**src/rtl/cp_pkg.sv**
```systemverilog
package cp_pkg;

    localparam int unsigned CP_CODE_W = 5;

    typedef enum logic [1:0] {
        REL_EQ   = 2'd0,
        REL_LT   = 2'd1,
        REL_LE   = 2'd2,
        REL_NONE = 2'd3
    } cp_rel_e;

    typedef enum logic [2:0] {
        K_RSVD,
        K_FLAG_B,
        K_FLAG_H,
        K_GET_B,
        K_BOTH_B,
        K_PICK_B,
        K_PICK_H
    } cp_kind_e;

    function automatic cp_kind_e cp_decode(input logic [CP_CODE_W-1:0] code);
        cp_kind_e k;
        case (code)
            5'h00, 5'h01, 5'h02: k = K_FLAG_B;
            5'h08, 5'h09, 5'h0A: k = K_FLAG_H;
            5'h04, 5'h05, 5'h06: k = K_GET_B;
            5'h18, 5'h19, 5'h1A: k = K_BOTH_B;
            5'h03:               k = K_PICK_B;
            5'h0B:               k = K_PICK_H;
            default:             k = K_RSVD;
        endcase
        return k;
    endfunction

endpackage

```
**src/rtl/cp_lane_cmp.sv**
```systemverilog
module cp_lane_cmp #(
    parameter int LANE_W       = 8,
    parameter int LANES        = 4,
    parameter bit SIGNED_LANES = 1'b0
) (
    input  logic [LANE_W*LANES-1:0] a_i,
    input  logic [LANE_W*LANES-1:0] b_i,
    input  cp_pkg::cp_rel_e         rel_i,
    output logic [LANES-1:0]        hit_o
);
    import cp_pkg::*;

    for (genvar g = 0; g < LANES; g++) begin : g_lane
        logic [LANE_W-1:0] av, bv;
        logic              is_eq, is_lt;
        assign av    = a_i[g*LANE_W +: LANE_W];
        assign bv    = b_i[g*LANE_W +: LANE_W];
        assign is_eq = (av == bv);
        if (SIGNED_LANES) begin : g_s
            assign is_lt = ($signed(av) < $signed(bv));
        end else begin : g_u
            assign is_lt = (av < bv);
        end
        always_comb begin
            case (rel_i)
                REL_EQ:  hit_o[g] = is_eq;
                REL_LT:  hit_o[g] = is_lt;
                REL_LE:  hit_o[g] = is_lt | is_eq;
                default: hit_o[g] = 1'b0;
            endcase
        end
    end

endmodule

```
**src/rtl/cp_lane_pick.sv**
```systemverilog
module cp_lane_pick #(
    parameter int LANE_W = 8,
    parameter int LANES  = 4
) (
    input  logic [LANE_W*LANES-1:0] a_i,
    input  logic [LANE_W*LANES-1:0] b_i,
    input  logic [LANES-1:0]        sel_i,
    output logic [LANE_W*LANES-1:0] y_o
);

    for (genvar g = 0; g < LANES; g++) begin : g_lane
        assign y_o[g*LANE_W +: LANE_W] = sel_i[g] ? a_i[g*LANE_W +: LANE_W]
                                                  : b_i[g*LANE_W +: LANE_W];
    end

endmodule

```
**src/rtl/simd_cmp_pick.sv**
```systemverilog
module simd_cmp_pick #(
    parameter int DATA_W = 32,
    parameter int BYTE_W = 8,
    parameter int HALF_W = 16,
    parameter int CC_LSB = 24,
    parameter int CC_W   = 4,
    parameter int IDX_W  = 5
) (
    input  logic                         clk,
    input  logic                         rst_n,
    input  logic                         op_valid_i,
    input  logic [cp_pkg::CP_CODE_W-1:0] op_code_i,
    input  logic [IDX_W-1:0]             op_dest_i,
    input  logic [DATA_W-1:0]            op_a_i,
    input  logic [DATA_W-1:0]            op_b_i,
    output logic                         res_valid_o,
    output logic [IDX_W-1:0]             res_dest_o,
    output logic [DATA_W-1:0]            res_data_o,
    output logic                         rsvd_o,
    output logic [DATA_W-1:0]            ctrl_o
);
    import cp_pkg::*;

    localparam int N_B = DATA_W / BYTE_W;
    localparam int N_H = DATA_W / HALF_W;
    localparam logic [DATA_W-1:0] CC_MASK = {{(DATA_W-CC_W){1'b0}}, {CC_W{1'b1}}} << CC_LSB;

    typedef struct packed {
        logic [DATA_W-1:0] ctrl;
        logic              vld;
        logic [IDX_W-1:0]  dest;
        logic [DATA_W-1:0] data;
        logic              rsvd;
    } cp_state_t;

    cp_state_t st_d, st_q;

    cp_kind_e          kind;
    cp_rel_e           rel;
    logic [N_B-1:0]    hit_b;
    logic [N_H-1:0]    hit_h;
    logic [CC_W-1:0]   cc_q;
    logic [DATA_W-1:0] pick_b, pick_h;
    logic              dest_ok;

    assign kind    = cp_decode(op_code_i);
    assign rel     = cp_rel_e'(op_code_i[1:0]);
    assign cc_q    = st_q.ctrl[CC_LSB +: CC_W];
    assign dest_ok = (op_dest_i != '0);

    cp_lane_cmp #(.LANE_W(BYTE_W), .LANES(N_B), .SIGNED_LANES(1'b0)) u_cmp_b (
        .a_i(op_a_i), .b_i(op_b_i), .rel_i(rel), .hit_o(hit_b));

    cp_lane_cmp #(.LANE_W(HALF_W), .LANES(N_H), .SIGNED_LANES(1'b1)) u_cmp_h (
        .a_i(op_a_i), .b_i(op_b_i), .rel_i(rel), .hit_o(hit_h));

    cp_lane_pick #(.LANE_W(BYTE_W), .LANES(N_B)) u_pick_b (
        .a_i(op_a_i), .b_i(op_b_i), .sel_i(cc_q[N_B-1:0]), .y_o(pick_b));

    cp_lane_pick #(.LANE_W(HALF_W), .LANES(N_H)) u_pick_h (
        .a_i(op_a_i), .b_i(op_b_i), .sel_i(cc_q[N_H-1:0]), .y_o(pick_h));

    always_comb begin
        st_d      = st_q;
        st_d.vld  = 1'b0;
        st_d.rsvd = 1'b0;
        if (op_valid_i) begin
            case (kind)
                K_FLAG_B: st_d.ctrl[CC_LSB +: N_B] = hit_b;
                K_FLAG_H: st_d.ctrl[CC_LSB +: N_H] = hit_h;
                K_GET_B, K_BOTH_B: begin
                    if (dest_ok) begin
                        st_d.vld            = 1'b1;
                        st_d.dest           = op_dest_i;
                        st_d.data           = '0;
                        st_d.data[N_B-1:0]  = hit_b;
                        if (kind == K_BOTH_B) st_d.ctrl[CC_LSB +: N_B] = hit_b;
                    end
                end
                K_PICK_B, K_PICK_H: begin
                    if (dest_ok) begin
                        st_d.vld  = 1'b1;
                        st_d.dest = op_dest_i;
                        st_d.data = (kind == K_PICK_B) ? pick_b : pick_h;
                    end
                end
                default: st_d.rsvd = 1'b1;
            endcase
        end
    end

    always_ff @(posedge clk) begin
        if (!rst_n) st_q <= '0;
        else        st_q <= st_d;
    end

    assign res_valid_o = st_q.vld;
    assign res_dest_o  = st_q.dest;
    assign res_data_o  = st_q.data;
    assign rsvd_o      = st_q.rsvd;
    assign ctrl_o      = st_q.ctrl;

    // a result strobe never carries destination index 0
    a_r7_no_zero_dest: assert property (@(posedge clk) disable iff (!rst_n)
        res_valid_o |-> (res_dest_o != '0));

    // a reserved code leaves the control register as it was
    a_r10_rsvd_keeps_ctrl: assert property (@(posedge clk) disable iff (!rst_n)
        (op_valid_i && kind == K_RSVD) |=> (rsvd_o && !res_valid_o && ctrl_o == $past(ctrl_o)));

    // bits outside the condition field stay at their reset value
    a_r8_outside_zero: assert property (@(posedge clk) disable iff (!rst_n)
        ((ctrl_o & ~CC_MASK) == '0));

    // halfword flag compares keep the upper condition bits
    a_r3_half_keeps_upper: assert property (@(posedge clk) disable iff (!rst_n)
        (op_valid_i && kind == K_FLAG_H) |=>
            (ctrl_o[CC_LSB+CC_W-1 : CC_LSB+N_H] == $past(ctrl_o[CC_LSB+CC_W-1 : CC_LSB+N_H])
             && !res_valid_o));

    // result-only compares return a zero-extended lane mask and keep control
    a_r4_get_shape: assert property (@(posedge clk) disable iff (!rst_n)
        (op_valid_i && kind == K_GET_B && dest_ok) |=>
            (res_valid_o && res_data_o[DATA_W-1:N_B] == '0 && ctrl_o == $past(ctrl_o)));

    // combined compares load the condition field with the returned mask
    a_r5_both_match: assert property (@(posedge clk) disable iff (!rst_n)
        (op_valid_i && kind == K_BOTH_B && dest_ok) |=>
            (res_valid_o && ctrl_o[CC_LSB +: N_B] == res_data_o[N_B-1:0]));

    // no strobe in, nothing out
    a_r9_idle: assert property (@(posedge clk) disable iff (!rst_n)
        !op_valid_i |=> (!res_valid_o && !rsvd_o && $stable(ctrl_o)));

endmodule

```
**config.mk**
```make
export PLATFORM = sky130hd
export DESIGN_NAME = simd_cmp_pick
export DESIGN_NICKNAME = d
export VERILOG_FILES = /design/src/rtl/cp_pkg.sv /design/src/rtl/cp_lane_cmp.sv /design/src/rtl/cp_lane_pick.sv /design/src/rtl/simd_cmp_pick.sv
export SDC_FILE = /design/constraint.sdc
export NUM_CORES = 1
export LEC_CHECK = 0
export ABC_AREA = 1
export BUFFER_PORTS_ARGS = -buffer_cell sky130_fd_sc_hd__buf_2
export CAP_MARGIN = 30
export CORE_MARGIN = 4
export CORE_UTILIZATION = 44
export CTS_CLUSTER_SIZE = 25
export DETAILED_ROUTE_END_ITERATION = 7
export GPL_TIMING_DRIVEN = 1
export PLACE_DENSITY = 0.75
export SLEW_MARGIN = 0
export SYNTH_ARGS = -nofsm -noshare
export SYNTH_HDL_FRONTEND = slang
export SYNTH_SLANG_ARGS = --single-unit
```
**constraint.sdc**
```tcl
create_clock -name clk -period 1.6 [get_ports clk]
set_clock_uncertainty 0.2 [all_clocks]
set_input_delay 0.16 -clock clk [delete_from_list [all_inputs] [get_ports clk]]
set_output_delay 0.16 -clock clk [all_outputs]
set_load 0.02 [all_outputs]
```
After elaboration in Yosys (flattened, before gate mapping)
Memory sizes are Yosys's and may differ from the RTL's.
Cells that the tools add are included.
{"block": "classes", "multipliers": 0, "n_lt_le_gt_ge": 6, "div_mod_pow": 0, "n_shift": 0, "mux": 21, "n_bitwise": 6, "reduce_logical": 12, "n_eq_ne": 17, "addsub": 0}
{"operator": "2-to-1 mux 38 bit", "count": 2}
{"operator": "case mux 38 bit (2 select lines)", "count": 1}
{"operator": "== test 16 bit", "count": 2}
{"operator": "== test 8 bit", "count": 4}
{"operator": "less-than comparator 16 bit", "count": 2}
{"operator": "less-than comparator 8 bit", "count": 4}
{"operator": "2-to-1 mux 16 bit", "count": 2}
{"operator": "2-to-1 mux 32 bit", "count": 1}
{"operator": "2-to-1 mux 8 bit", "count": 4}
{"operator": "case mux 1 bit (3 select lines)", "count": 6}
{"operator": "AND reduction 4 bit", "count": 3}
{"operator": "== test 3 bit (second input constant)", "count": 3}
{"operator": "2-to-1 mux 4 bit", "count": 2}
{"operator": "== test 3 x 2 -> 1 bit (second input constant)", "count": 2}
{"operator": "inequality test 2 bit (second input constant)", "count": 3}
{"operator": "OR 1 bit", "count": 6}
{"operator": "case mux 2 bit (3 select lines)", "count": 1}
{"operator": "OR reduction 6 bit", "count": 1}
{"operator": "nonzero test 5 bit", "count": 1}
{"operator": "case mux 2 bit (2 select lines)", "count": 1}
{"operator": "nonzero test 2 bit", "count": 2}
{"operator": "OR reduction 2 bit", "count": 2}
{"operator": "== test 3 x 1 -> 1 bit (second input constant)", "count": 1}
{"operator": "nonzero test 3 bit", "count": 1}
{"operator": "other kinds (5)", "count": 5}
{"block": "totals", "romBits": 96, "word_cells": 69, "out_inout_bits": 71, "ff_bits": 43, "mem_bits_rw": 0, "input_bits": 77, "memories": 1, "latchBits": 0}
{"name": "(name not given)", "words": 32, "width": 3, "read_ports": 1, "rd_clocked_by_memory_dff": 0, "write_ports": 0, "line_no": "cp_pkg.sv:24", "text": "case (code)"}

Longest topological paths before layout
{"block": "depth", "depth_word": 6, "mapped_depth": 16, "depth_no_buf": 16}

Hierarchy
Synthesis repeated with hierarchy kept, for this count alone.
{"block": "unflattened", "cells_unflattened": 915, "area_unflattened_um2": 5188.7}
{"mod": "simd_cmp_pick", "n_inst": 1, "seq_area_each_um2": 860.8, "area_per_inst_um2": 2467.4, "cells_each": 388}
{"mod": "cp_lane_cmp at u_cmp_h", "n_inst": 1, "seq_area_each_um2": 0.0, "area_per_inst_um2": 932.1, "cells_each": 158}
{"mod": "cp_lane_cmp at u_cmp_b", "n_inst": 1, "seq_area_each_um2": 0.0, "area_per_inst_um2": 907.1, "cells_each": 161}
{"mod": "cp_lane_pick at u_pick_h", "n_inst": 1, "seq_area_each_um2": 0.0, "area_per_inst_um2": 461.7, "cells_each": 104}
{"mod": "cp_lane_pick at u_pick_b", "n_inst": 1, "seq_area_each_um2": 0.0, "area_per_inst_um2": 420.4, "cells_each": 104}

Worst setup path after synthesis
Ideal clock, no wire load.
{"block": "synth_path", "path_type": "input port to flip-flop", "from": "input port op_b_i[15]", "to": "register st_q, in the netlist ctrl_o[24]", "arrival_time_ns": 1.251, "n_path_buf": 0, "setup_ns": 0.132, "t_required_ns": 1.268, "path_slack_ns": 0.017, "path_stages": 13, "path_cell_list": "inv_1 ha_1 nand2_1 nor2_1 nand4_1 inv_1 nand2_1 nand2_1 nand2_1 nand3_1 nand2_1 nand2_1 a21oi_1"}
{"block": "synth_via", "elab_chain_len": 4, "word_cells_on_any_way": 5, "classes_between": "order compare (1); eq/ne (1); mux (2); bitwise (1)"}
{"item": "start: declaration", "line_no": "simd_cmp_pick.sv:15", "text": "input logic [DATA_W-1:0] op_b_i,"}
{"item": "less-than comparator 16 bit or == test 16 bit (tied branches)", "line_no": "cp_lane_cmp.sv:20, cp_lane_cmp.sv:18"}
{"item": "OR 1 bit", "line_no": "cp_lane_cmp.sv:28", "text": "REL_LE: hit_o[g] = is_lt | is_eq;"}
{"item": "case mux 1 bit (3 select lines) (*)", "line_no": "cp_lane_cmp.sv:25", "text": "case (rel_i)"}
{"item": "case mux 2 bit (3 select lines) (*)", "line_no": "simd_cmp_pick.sv:68", "text": "case (kind)"}
{"item": "end signal: assignment", "line_no": "simd_cmp_pick.sv:94", "text": "else st_q <= st_d;"}
{"item": "end: declaration", "line_no": "simd_cmp_pick.sv:36", "text": "cp_state_t st_d, st_q;"}
Every way passes the cells marked *; elsewhere a longest branch is shown, timed or not.
A chain may end at the register's enable or synchronous reset.

Worst setup path after layout
{"block": "layout_path", "from": "input port op_b_i[27]", "to": "register st_q, in the netlist res_data_o[3]"}
{"block": "layout_via", "elab_chain_len": 5, "word_cells_on_any_way": 6, "classes_between": "order compare (1); eq/ne (1); mux (3); bitwise (1)"}
{"item": "less-than comparator 8 bit or == test 8 bit (tied branches)", "line_no": "cp_lane_cmp.sv:22, cp_lane_cmp.sv:18"}
{"item": "OR 1 bit", "line_no": "cp_lane_cmp.sv:28"}
{"item": "case mux 1 bit (3 select lines) (*)", "line_no": "cp_lane_cmp.sv:25"}
{"item": "2-to-1 mux 38 bit (*)", "line_no": "simd_cmp_pick.sv:72", "text": "if (dest_ok) begin"}
{"item": "case mux 38 bit (2 select lines) (*)", "line_no": "simd_cmp_pick.sv:68"}
Every way passes the cells marked *; elsewhere a longest branch is shown, timed or not. The select of a mux whose other input is x is not followed.

==> metrics.log <==
[metrics] async set or reset register ratio after synthesis: 0%
[metrics] warnings from Yosys: 0
[metrics] P&R area growth vs syn: 34.0%
[metrics] Max Fclk: about 0.66 GHz
[metrics] number of antenna diodes: 0
[metrics] reported leakage power: roughly 2.5 nW
[metrics] HPWL reported at the end of detailed placement: 7770 um
[metrics] Unique masters post-synth: 27
[metrics] Post-Syn Instances: 501
[metrics] switching power as a share of total power: between 30% and 40%
[metrics] number of slew-limit violations in the final report: 0
[metrics] number of fillers in the final layout: between 700 and 800
[metrics] cell types with the highest counts after synthesis: 106 x sky130_fd_sc_hd__nand2_1, 71 x sky130_fd_sc_hd__inv_1, 61 x sky130_fd_sc_hd__a21oi_1, 48 x sky130_fd_sc_hd__nor2_1, 43 x sky130_fd_sc_hd__dfxtp_1
[metrics] synthesized flop and latch total: 43
[metrics] biggest area contributors in the synthesized netlist: sky130_fd_sc_hd__dfxtp_1 26%, sky130_fd_sc_hd__ha_1 13%, sky130_fd_sc_hd__nand2_1 12%, sky130_fd_sc_hd__a21oi_1 9.2%, sky130_fd_sc_hd__inv_1 8.0%
[metrics] CTS clk-pin slew, worst paths: 0.08 ns
[metrics] proportion of synthesized chip area in sequential cells: between 20% and 30%
[metrics] number of cell rows: 31
[metrics] number of nets still failing antenna checks after routing: 0
[metrics] total placed instance area: between 4000 and 5000 um^2
[metrics] clock tree from TritonCTS: done
[metrics] most frequent cell after synthesis: sky130_fd_sc_hd__nand2_1
[metrics] io pins: around 150
[metrics] CP required: roughly 1.6 ns
[metrics] Worst EP arrival: 1.54 ns
[metrics] detailed-router iteration count before antenna repair: 5
[metrics] buffer depth of the longest clock path: 2
[metrics] NumNets Final: 771
[metrics] post-route DRC violation count: 0
[metrics] top-area cell type share of the netlist area: 25.9%
[metrics] number of antenna violations at the first check in global routing: 0
[metrics] Comb pwr share: ~33%
[metrics] Worst Setup Start Kind: input port
[metrics] power density normalized to cell area: a little over 600 nW/um^2
[metrics] cell taking the most area after synthesis: sky130_fd_sc_hd__dfxtp_1
[metrics] mean cell area of the mapped netlist: 6.64 um^2
[metrics] area of the mapped netlist: 3330 um^2
[metrics] largest net degree at the start of global routing: 21
[metrics] starting density of the core: a little under half
[metrics] switching power summed over all nets: around 940 uW
[metrics] Max FO, Critical Path: 2
[metrics] Via Count: about 3800
[metrics] sum of overflow across all layers after global routing: 0
[metrics] Chip Height: 95.0 um
[metrics] count of input and output buffers: ~120
[metrics] period utilisation layout: a little over nine tenths
[metrics] core area: ~7300 um^2
[metrics] Final WS setup: around 0.085 ns
[metrics] final hold violation count: 0
[metrics] Starting DRT DRC Count: ~130
[metrics] global-route usage over all layers: around a fifth
[metrics] leading register cell type out of synthesis: sky130_fd_sc_hd__dfxtp_1
[metrics] Max-Cap Viols: 0
[metrics] Sequential Power Share: 41.5%
[metrics] Min Clock Period, post-route: between 1.5 and 2 ns
[metrics] last weighted congestion value of the routability-driven placer: 0.871
[metrics] wire length of the first global-routing pass: ~15000 um
[metrics] CTS sink count: 43
[metrics] type of the worst setup path: input port to flip-flop
[metrics] setup repair after global routing missed its margin: false
[metrics] min-delay worst type: input port to flip-flop
[metrics] cts bufs inserted: 5
[metrics] number of global-route vias before repair: between 3000 and 4000
[metrics] post-layout instance area: around 4500 um^2
[metrics] per-cell routed wire length: 12.9 um
[metrics] Finish-stage setup viols: 0
[metrics] clock latency on the worst-skew pair: a little under 0.3 ns
[metrics] clock root buffer: sky130_fd_sc_hd__clkbuf_8
[metrics] Int Power: ~1.8 mW
[metrics] via count normalized by instance count: approximately 5.0
[metrics] Die Wd: between 90 and 100 um
[metrics] run status: complete, no violations
[metrics] Worst Setup Slack post-DPL: -0.331 ns
[metrics] fin util: 61.2%
[metrics] clock network fraction of total power: 25.3%
[metrics] number of enable-type register cells in the synthesized netlist: 0
[metrics] H-tree depth: 2
[metrics] multi-input combinational cell area: between 2000 and 2500 um^2
[metrics] total die area: about 9000 um^2
[metrics] layout cell share with drive strength beyond 1: just under 30%
[metrics] Reg area: 861 um^2
[metrics] maximum VDD drop: between 0.0005 and 0.0006 V
[metrics] detailed-route wire length: a little under 10000 um
[metrics] crit end category: flip-flop
-- registers in the layout (all words and copies together) (netlist names) --
register     cells
res_data_o      32
res_dest_o       5
ctrl_o           4
res_valid_o      1
rsvd_o           1
-- power by group through the flow --
stage	Combinational (mW)	Clock, mW	Sequential, mW
detailed placement	0.846	0	1.15
finish	0.900	0.687	1.13
global placement	0.825	0	1.15
floorplan	0.507	0	1.19
global route	1.00	0.759	1.13
CTS	0.863	0.709	1.12
-- critical path: stages --
cell and delay [ns]:
sky130_fd_sc_hd__buf_2 0.08, sky130_fd_sc_hd__inv_1 0.06, sky130_fd_sc_hd__ha_4 0.27, sky130_fd_sc_hd__nand2_1 0.05, sky130_fd_sc_hd__inv_1 0.08, sky130_fd_sc_hd__nand3_2 0.09, sky130_fd_sc_hd__nor3_4 0.24, sky130_fd_sc_hd__inv_2 0.08
sky130_fd_sc_hd__o22ai_4 0.20, sky130_fd_sc_hd__nand2_2 0.08, sky130_fd_sc_hd__a21oi_2 0.14
-- cell usage in the layout, fill, tap and decap left out, types with 6 or more instances in the layout --
master	instances
sky130_fd_sc_hd__buf_2	119
sky130_fd_sc_hd__nand2_1	104
sky130_fd_sc_hd__inv_1	69
sky130_fd_sc_hd__a21oi_1	57
sky130_fd_sc_hd__nor2_1	47
sky130_fd_sc_hd__dfxtp_1	43
sky130_fd_sc_hd__buf_4	40
sky130_fd_sc_hd__o21ai_0	36
sky130_fd_sc_hd__ha_1	33
sky130_fd_sc_hd__conb_1	28
sky130_fd_sc_hd__nand3_1	16
sky130_fd_sc_hd__o2111ai_1	13
sky130_fd_sc_hd__buf_12	6
-- metal layers --
layer  GRT usage, %  wire, um  up-vias
li1               -         -     1904
met1           24.5      3930     1707
met2           38.5      4870      149
met3           4.70       824       13
met4           7.09       158        0
met5              0         0        -
-- final timing paths --
check | endpoint | slack, ns | startpoint | cells after the start
worst max register to register | res_data_o[20] | 0.15 | ctrl_o[25] | 6
worst max-delay path | res_data_o[3] | 0.09 | op_b_i[27] | 11
worst min register to register | res_data_o[23] | 0.26 | res_data_o[23] | 2
worst min-delay path | rsvd_o | 0.01 | op_valid_i | 3
-- area by class of cell --
cell class	instances	share of cell area (%)
clock inverters	2	0.281
multi-input cells	366	45.7
inverters	74	6.43
clock buffers	6	1.63
well taps	99	2.78
flip-flops and latches	43	19.3
repair buffers	170	23.9
-- metrics by stage --
| step | cells | TNS, ns | hold WS [ns] | total power [mW] |
|---|---|---|---|---|
| 2_1_floorplan | 528 | 0 | 0.0983 | 1.70 |
| 3_3_place_gp | 745 | -3.00 | 0.218 | 1.97 |
| 4_1_cts | 758 | 0 | 0.0114 | 2.70 |
| 3_5_place_dp | 745 | -4.36 | 0.232 | 2.00 |
| 5_1_grt | 760 | 0 | 0.0235 | 2.89 |
| 6_report | 760 | 0 | 0.0142 | 2.71 |
-- timing repair --
action | CTS | global route
setup endpoints to repair | 1 | 6
hold endpoints to repair | 5 | 0
pin swaps | 0 | 3
hold buffers | 5 | 0
gates resized for setup | 1 | 16
setup buffers | 0 | 2
-- kinds of logic after synthesis --
family                   synth area share, %
other                                  0.113
adder cells (fa/ha/maj)                 12.8
AO/OA/AOI/OAI                           20.4
buffers and inverters                   17.9
AND/OR/NAND/NOR                         22.9
flip-flops                              25.9
No activity file was read; power rests on OpenSTA's default activity.
